### config.mk
export PLATFORM = sky130hd
export DESIGN_NAME = bufFlagUnit
export DESIGN_NICKNAME = d
export VERILOG_FILES = /design/src/rtl/bfPkg.sv /design/src/rtl/fifoTracker.sv /design/src/rtl/flagDatapath.sv /design/src/rtl/bufFlagUnit.sv
export SDC_FILE = /design/constraint.sdc
export NUM_CORES = 1
export LEC_CHECK = 0
export BUFFER_PORTS_ARGS = -buffer_cell sky130_fd_sc_hd__buf_2
export CAP_MARGIN = 25
export CORE_UTILIZATION = 39
export DETAILED_ROUTE_END_ITERATION = 6
export PLACE_DENSITY = 0.83
export SLEW_MARGIN = 15
export SYNTH_ARGS = -nofsm -noshare
export SYNTH_HDL_FRONTEND = slang
export SYNTH_SLANG_ARGS = --single-unit
### constraint.sdc
create_clock -name clk -period 2.2 [get_ports clk]
set_clock_uncertainty 0.15 [all_clocks]
set_input_delay 0.11 -clock clk [delete_from_list [all_inputs] [get_ports clk]]
set_output_delay 0.11 -clock clk [all_outputs]
set_load 0.005 [all_outputs]
### src/rtl/bfPkg.sv
package bfPkg;
  // Status strobes from the occupancy tracker to the flag register.
  typedef struct packed {
    logic availEvt;
    logic warnEvt;
    logic ovfEvt;
  } fifoEvt_t;
endpackage

### src/rtl/fifoTracker.sv
module fifoTracker
  import bfPkg::*;
#(
  parameter int FIFO_DEPTH = 6,
  parameter int WARN_LEVEL = 5
) (
  input  logic     clk,
  input  logic     rstN,
  input  logic     fifoMode,
  input  logic     pushReq,
  input  logic     popReq,
  output fifoEvt_t evt
);
  localparam int CNT_W = $clog2(FIFO_DEPTH + 1);
  localparam logic [CNT_W-1:0] DEPTH_C = CNT_W'(FIFO_DEPTH);
  localparam logic [CNT_W-1:0] PRE_WARN_C = CNT_W'(WARN_LEVEL - 1);

  logic [CNT_W-1:0] count;
  logic [CNT_W-1:0] nextCount;
  logic popTaken;
  logic pushTaken;

  always_comb begin
    popTaken  = fifoMode && popReq && (count != '0);
    // A pop on the same cycle frees a slot, so a full FIFO still takes the push.
    pushTaken = fifoMode && pushReq && ((count < DEPTH_C) || popTaken);
    nextCount = count;
    if (!fifoMode) begin
      nextCount = '0;
    end else if (pushTaken && !popTaken) begin
      nextCount = count + 1'b1;
    end else if (popTaken && !pushTaken) begin
      nextCount = count - 1'b1;
    end
    evt.ovfEvt   = fifoMode && pushReq && !pushTaken;
    evt.warnEvt  = pushTaken && !popTaken && (count == PRE_WARN_C);
    evt.availEvt = (pushTaken || popTaken) && (nextCount != '0);
  end

  always_ff @(posedge clk or negedge rstN) begin
    if (!rstN) count <= '0;
    else       count <= nextCount;
  end

  p_count_bound_r5: assert property (@(posedge clk) disable iff (!rstN)
    count <= DEPTH_C);

  p_drop_keeps_count_r5: assert property (@(posedge clk) disable iff (!rstN)
    evt.ovfEvt |=> $stable(count));

  p_idle_empty_r10: assert property (@(posedge clk) disable iff (!rstN)
    !fifoMode |=> (count == '0));

  p_warn_edge_r4: assert property (@(posedge clk) disable iff (!rstN)
    evt.warnEvt |=> (count == CNT_W'(WARN_LEVEL)));
endmodule

### src/rtl/flagDatapath.sv
module flagDatapath
  import bfPkg::*;
#(
  parameter int NUM_FLAGS = 32,
  parameter int RSVD_BITS = 5,
  parameter int AVAIL_BIT = 5,
  parameter int WARN_BIT  = 6,
  parameter int OVF_BIT   = 7
) (
  input  logic                 clk,
  input  logic                 rstN,
  input  logic                 fifoMode,
  input  logic [NUM_FLAGS-1:0] mbDone,
  input  fifoEvt_t             evt,
  input  logic                 wrEn,
  input  logic [NUM_FLAGS-1:0] wrData,
  output logic [NUM_FLAGS-1:0] flags
);
  localparam int UPPER_LO = OVF_BIT + 1;

  logic [NUM_FLAGS-1:0] setVec;
  logic [NUM_FLAGS-1:0] clrVec;
  logic [NUM_FLAGS-1:0] keepVec;
  logic [NUM_FLAGS-1:0] nextFlags;

  always_comb begin
    setVec  = mbDone;
    keepVec = '1;
    if (fifoMode) begin
      setVec[RSVD_BITS-1:0]  = '0;
      keepVec[RSVD_BITS-1:0] = '0;
      setVec[AVAIL_BIT]      = evt.availEvt;
      setVec[WARN_BIT]       = evt.warnEvt;
      setVec[OVF_BIT]        = evt.ovfEvt;
    end
    clrVec    = wrEn ? wrData : '0;
    nextFlags = ((flags & ~clrVec) | setVec) & keepVec;
  end

  always_ff @(posedge clk or negedge rstN) begin
    if (!rstN) flags <= '0;
    else       flags <= nextFlags;
  end

  p_upper_set_r1: assert property (@(posedge clk) disable iff (!rstN)
    (|mbDone[NUM_FLAGS-1:UPPER_LO]) |=>
      ((flags[NUM_FLAGS-1:UPPER_LO] & $past(mbDone[NUM_FLAGS-1:UPPER_LO]))
        == $past(mbDone[NUM_FLAGS-1:UPPER_LO])));

  p_reserved_zero_r6: assert property (@(posedge clk) disable iff (!rstN)
    fifoMode |=> (flags[RSVD_BITS-1:0] == '0));

  p_ovf_flag_r5: assert property (@(posedge clk) disable iff (!rstN)
    evt.ovfEvt |=> flags[OVF_BIT]);

  p_clear_r7: assert property (@(posedge clk) disable iff (!rstN)
    wrEn |=> ((flags & $past(wrData) & ~$past(setVec)) == '0));

  p_hold_r7: assert property (@(posedge clk) disable iff (!rstN)
    (!wrEn && (setVec == '0) && (!fifoMode || (flags[RSVD_BITS-1:0] == '0)))
      |=> $stable(flags));
endmodule

### src/rtl/bufFlagUnit.sv
module bufFlagUnit
  import bfPkg::*;
#(
  parameter int NUM_FLAGS  = 32,
  parameter int FIFO_DEPTH = 6,
  parameter int WARN_LEVEL = 5,
  parameter int RSVD_BITS  = 5,
  parameter int AVAIL_BIT  = 5,
  parameter int WARN_BIT   = 6,
  parameter int OVF_BIT    = 7
) (
  input  logic                 clk,
  input  logic                 rstN,
  input  logic                 fifoMode,
  input  logic [NUM_FLAGS-1:0] mbDone,
  input  logic                 fifoPush,
  input  logic                 fifoPop,
  input  logic                 wrEn,
  input  logic [NUM_FLAGS-1:0] wrData,
  input  logic [NUM_FLAGS-1:0] maskIn,
  output logic [NUM_FLAGS-1:0] flagsOut,
  output logic                 irqOut
);
  fifoEvt_t fifoEvt;

  fifoTracker #(
    .FIFO_DEPTH(FIFO_DEPTH),
    .WARN_LEVEL(WARN_LEVEL)
  ) u_tracker (
    .clk     (clk),
    .rstN    (rstN),
    .fifoMode(fifoMode),
    .pushReq (fifoPush),
    .popReq  (fifoPop),
    .evt     (fifoEvt)
  );

  flagDatapath #(
    .NUM_FLAGS(NUM_FLAGS),
    .RSVD_BITS(RSVD_BITS),
    .AVAIL_BIT(AVAIL_BIT),
    .WARN_BIT (WARN_BIT),
    .OVF_BIT  (OVF_BIT)
  ) u_flags (
    .clk     (clk),
    .rstN    (rstN),
    .fifoMode(fifoMode),
    .mbDone  (mbDone),
    .evt     (fifoEvt),
    .wrEn    (wrEn),
    .wrData  (wrData),
    .flags   (flagsOut)
  );

  assign irqOut = |(flagsOut & maskIn);
endmodule

==> impl_metrics.tcl <==
set metrics [dict create \
    setup_viol 0 \
    slew-limit-headroom_pct 49.0 \
    cts_max_level 2 \
    worst_slack_ns 0.185 \
    netlist-cell-type-count 32 \
    path_clk_slew_ns 0.07 \
    rows 23 \
    finalSetupTns_ns 0 \
    startpoint_type "register" \
    period_minus_slack_ns 2.01 \
    cp_max_fo 3 \
    finalPower_w 0.00175 \
    whs_path_depth 3 \
    multi_input_area_sq_um 823 \
    placed_cells 356 \
    final_common_cell "buf_2" \
    die_area_sq_mm 0.00474 \
    diodes 0 \
    critPathSlowestCell "or4_1" \
    final_nets 480 \
    remaining_drc_errors 0 \
    whs_ns 0.0184 \
    first_pass_iters 4 \
    io_pins 135 \
    p_leak_nw 1.52 \
    cts_tree "built" \
    final_max_slew_viol_count 0 \
    grt_pass1_vias 2132 \
    wl_per_cell_um 14.7 \
    gp_congestion 0.904 \
    syn_avg_cell_area_sq_um 9.79 \
    worstHoldStart "fifoPush" \
    vias_per_cell 5.02 \
    p_per_area_mw_per_mm2 552 \
    final_cell_mix "buf_2 (134), dlygate4sd3_1 (62), nand2_1 (39), dfrtp_1 (35), a21o_1 (24)" \
    fmax_mhz 496 \
    synth_cells 178 \
    worst_pin_slew_ns 0.764 \
    rr_startpoint "u_tracker.count[1]$_DFF_PN0_" \
    cap_violations 0 \
    cts-buffers-inserted 5 \
    drive_above_1_share_pct 39.9 \
    path_cells "a22oi_1, nand4_1, or4_1, buf_2" \
    rr_endpoint "u_flags.flags[5]$_DFF_PN0_" \
    initial_core_util_pct 42.1 \
    criticalPathCategory "reg2out" \
    synth_edf_count 0 \
    cts_root_buf "clkbuf_8" \
    cp.required_ns 1.94 \
    regArea_sq_um 876 \
    ys_ff_latch 35 \
    endpoint_kind "output pin" \
    port_buffers 134 \
    die_height_um 68.9 \
    vias 2139 \
    hold_viol_final 0 \
    die_w_um 68.9 \
    overflow 0 \
    nFillCells 314 \
    post_cts_resized 0 \
    drt_iter0_markers 68 \
    min_path_type "in2reg" \
    dp_hpwl_um 3870 \
    ys_warn_count 0 \
    fin_crit_sh_pct 91.6 \
    slowest_delay_ns 0.53 \
    outcome "complete, no violations" \
    syn_nets 283 \
    cts_max_path_buffers 2 \
    grt_first_pass_wirelength_um 9050 \
    async_reset_ff_share_pct 100 \
    antenna_found_initial 0 \
    reg2reg_depth 7 \
    rsz0062_at_grt "no" \
    postRouteAntennaNets 0 \
    rrSetupSlack_ns 0.22 \
    core_area_sq_mm 0.00414 \
    worstHoldEndpoint "u_flags.flags[7]$_DFF_PN0_" \
    clock_latency_ns 0.28 \
    ys_seq_area_share_pct 50.3 \
    wl_um 6240 \
    worst_ep_arrival_time_ns 1.75 \
    grt_max_degree 36 \
    grt_usage_pct 26.6 \
    cts.sinks 35 \
    final_cells 426 \
    syn_to_final_growth_pct 82.2 \
    syn_area_sq_mm 0.00174 \
    ir_worst_vdd_mv 0.326 \
    ys.flop_type "dfrtp_1" \
    dp_slack_ns 0.211 \
]
-- layout make-up --
cell class	count	area share, %
clock buffer	7	3.03
clock inverter	1	0.236
inverter	5	0.591
multi-input combinational	132	25.9
sequential	35	27.6
tap	50	1.97
timing repair buffer	196	40.7
-- worst max-delay path, delay by kind of cell, from the launching register on --
| family | cells | cell delay, ns |
|---|---|---|
| DFF | 1 | 0.40 |
| AOI/OAI and AO/OA | 1 | 0.26 |
| and+or+nand+nor | 2 | 0.67 |
| buffers and inverters | 1 | 0.14 |
-- logic make-up after synthesis --
group,share of synthesized area (%)
AOI/OAI and AO/OA,24.2
xor gates and xnor gates,1.51
adders and majority gates,2.15
buffers and inverters,2.51
DFF,50.3
muxes,1.44
and+or+nand+nor,17.9
-- registers in the layout (all words and copies together), names as in the netlist --
register and cells:
u_flags.flags 32, u_tracker.count 3
-- worst max path at each step --
stage                                 start                         end  slack [ns]
6_report         u_flags.flags[7]$_DFF_PN0_                      irqOut        0.19
5_1_grt        u_tracker.count[1]$_DFF_PN0_  u_flags.flags[5]$_DFF_PN0_        0.07
4_1_cts         u_flags.flags[17]$_DFF_PN0_                      irqOut        0.16
3_5_place_dp   u_tracker.count[1]$_DFF_PN0_  u_flags.flags[5]$_DFF_PN0_        0.21
3_3_place_gp   u_tracker.count[1]$_DFF_PN0_  u_flags.flags[5]$_DFF_PN0_        0.33
2_1_floorplan  u_tracker.count[1]$_DFF_PN0_  u_flags.flags[5]$_DFF_PN0_        0.41
-- metrics by stage --
| step | cell area (sq um) | util, % |
|---|---|---|
| after floorplan | 1740 | - |
| after global placement | 2450 | 59.1 |
| after detailed placement | 2450 | 59.1 |
| after CTS | 3180 | 76.6 |
| after global routing | 3180 | 76.6 |
| final | 3180 | 76.6 |
-- layer usage --
| layer | vias to the layer above | GRT usage, % | routed length (um) |
|---|---|---|---|
| met5 | - | 0 | 0 |
| met4 | 0 | 10.5 | 158 |
| met3 | 20 | 6.25 | 482 |
| met2 | 112 | 51.5 | 3410 |
| met1 | 986 | 27.1 | 2200 |
| li1 | 1021 | - | - |
-- power by group --
| group | total (W) | internal [W] | switching [W] | leakage (nW) |
|---|---|---|---|---|
| clock network | 0.000516 | 0.000285 | 0.000231 | 0.0505 |
| registers | 0.000749 | 0.000696 | 0.0000532 | 0.376 |
| logic | 0.000487 | 0.000283 | 0.000204 | 1.09 |
-- repair_timing --
item | in CTS | in global routing
endpoints found under the hold margin | 66 | 0
hold buffers | 62 | 0
buffers inserted | 0 | 0
-- cell usage after synthesis (3+ instances only) --
cell | count | share of area [%]
nand2_1 | 39 | 8.4
dfrtp_1 | 35 | 50
clkbuf_1 | 4 | 0.86
a21oi_1 | 9 | 2.6
a21o_1 | 24 | 10
nor2b_1 | 3 | 1.1
xnor2_1 | 3 | 1.5
a22oi_1 | 16 | 6.9
nand4_1 | 7 | 2.5
o21ai_0 | 4 | 1.1
ha_1 | 3 | 2.2
inv_1 | 5 | 1.1
nor2_1 | 7 | 1.5
(Power assumes the default switching activity.)
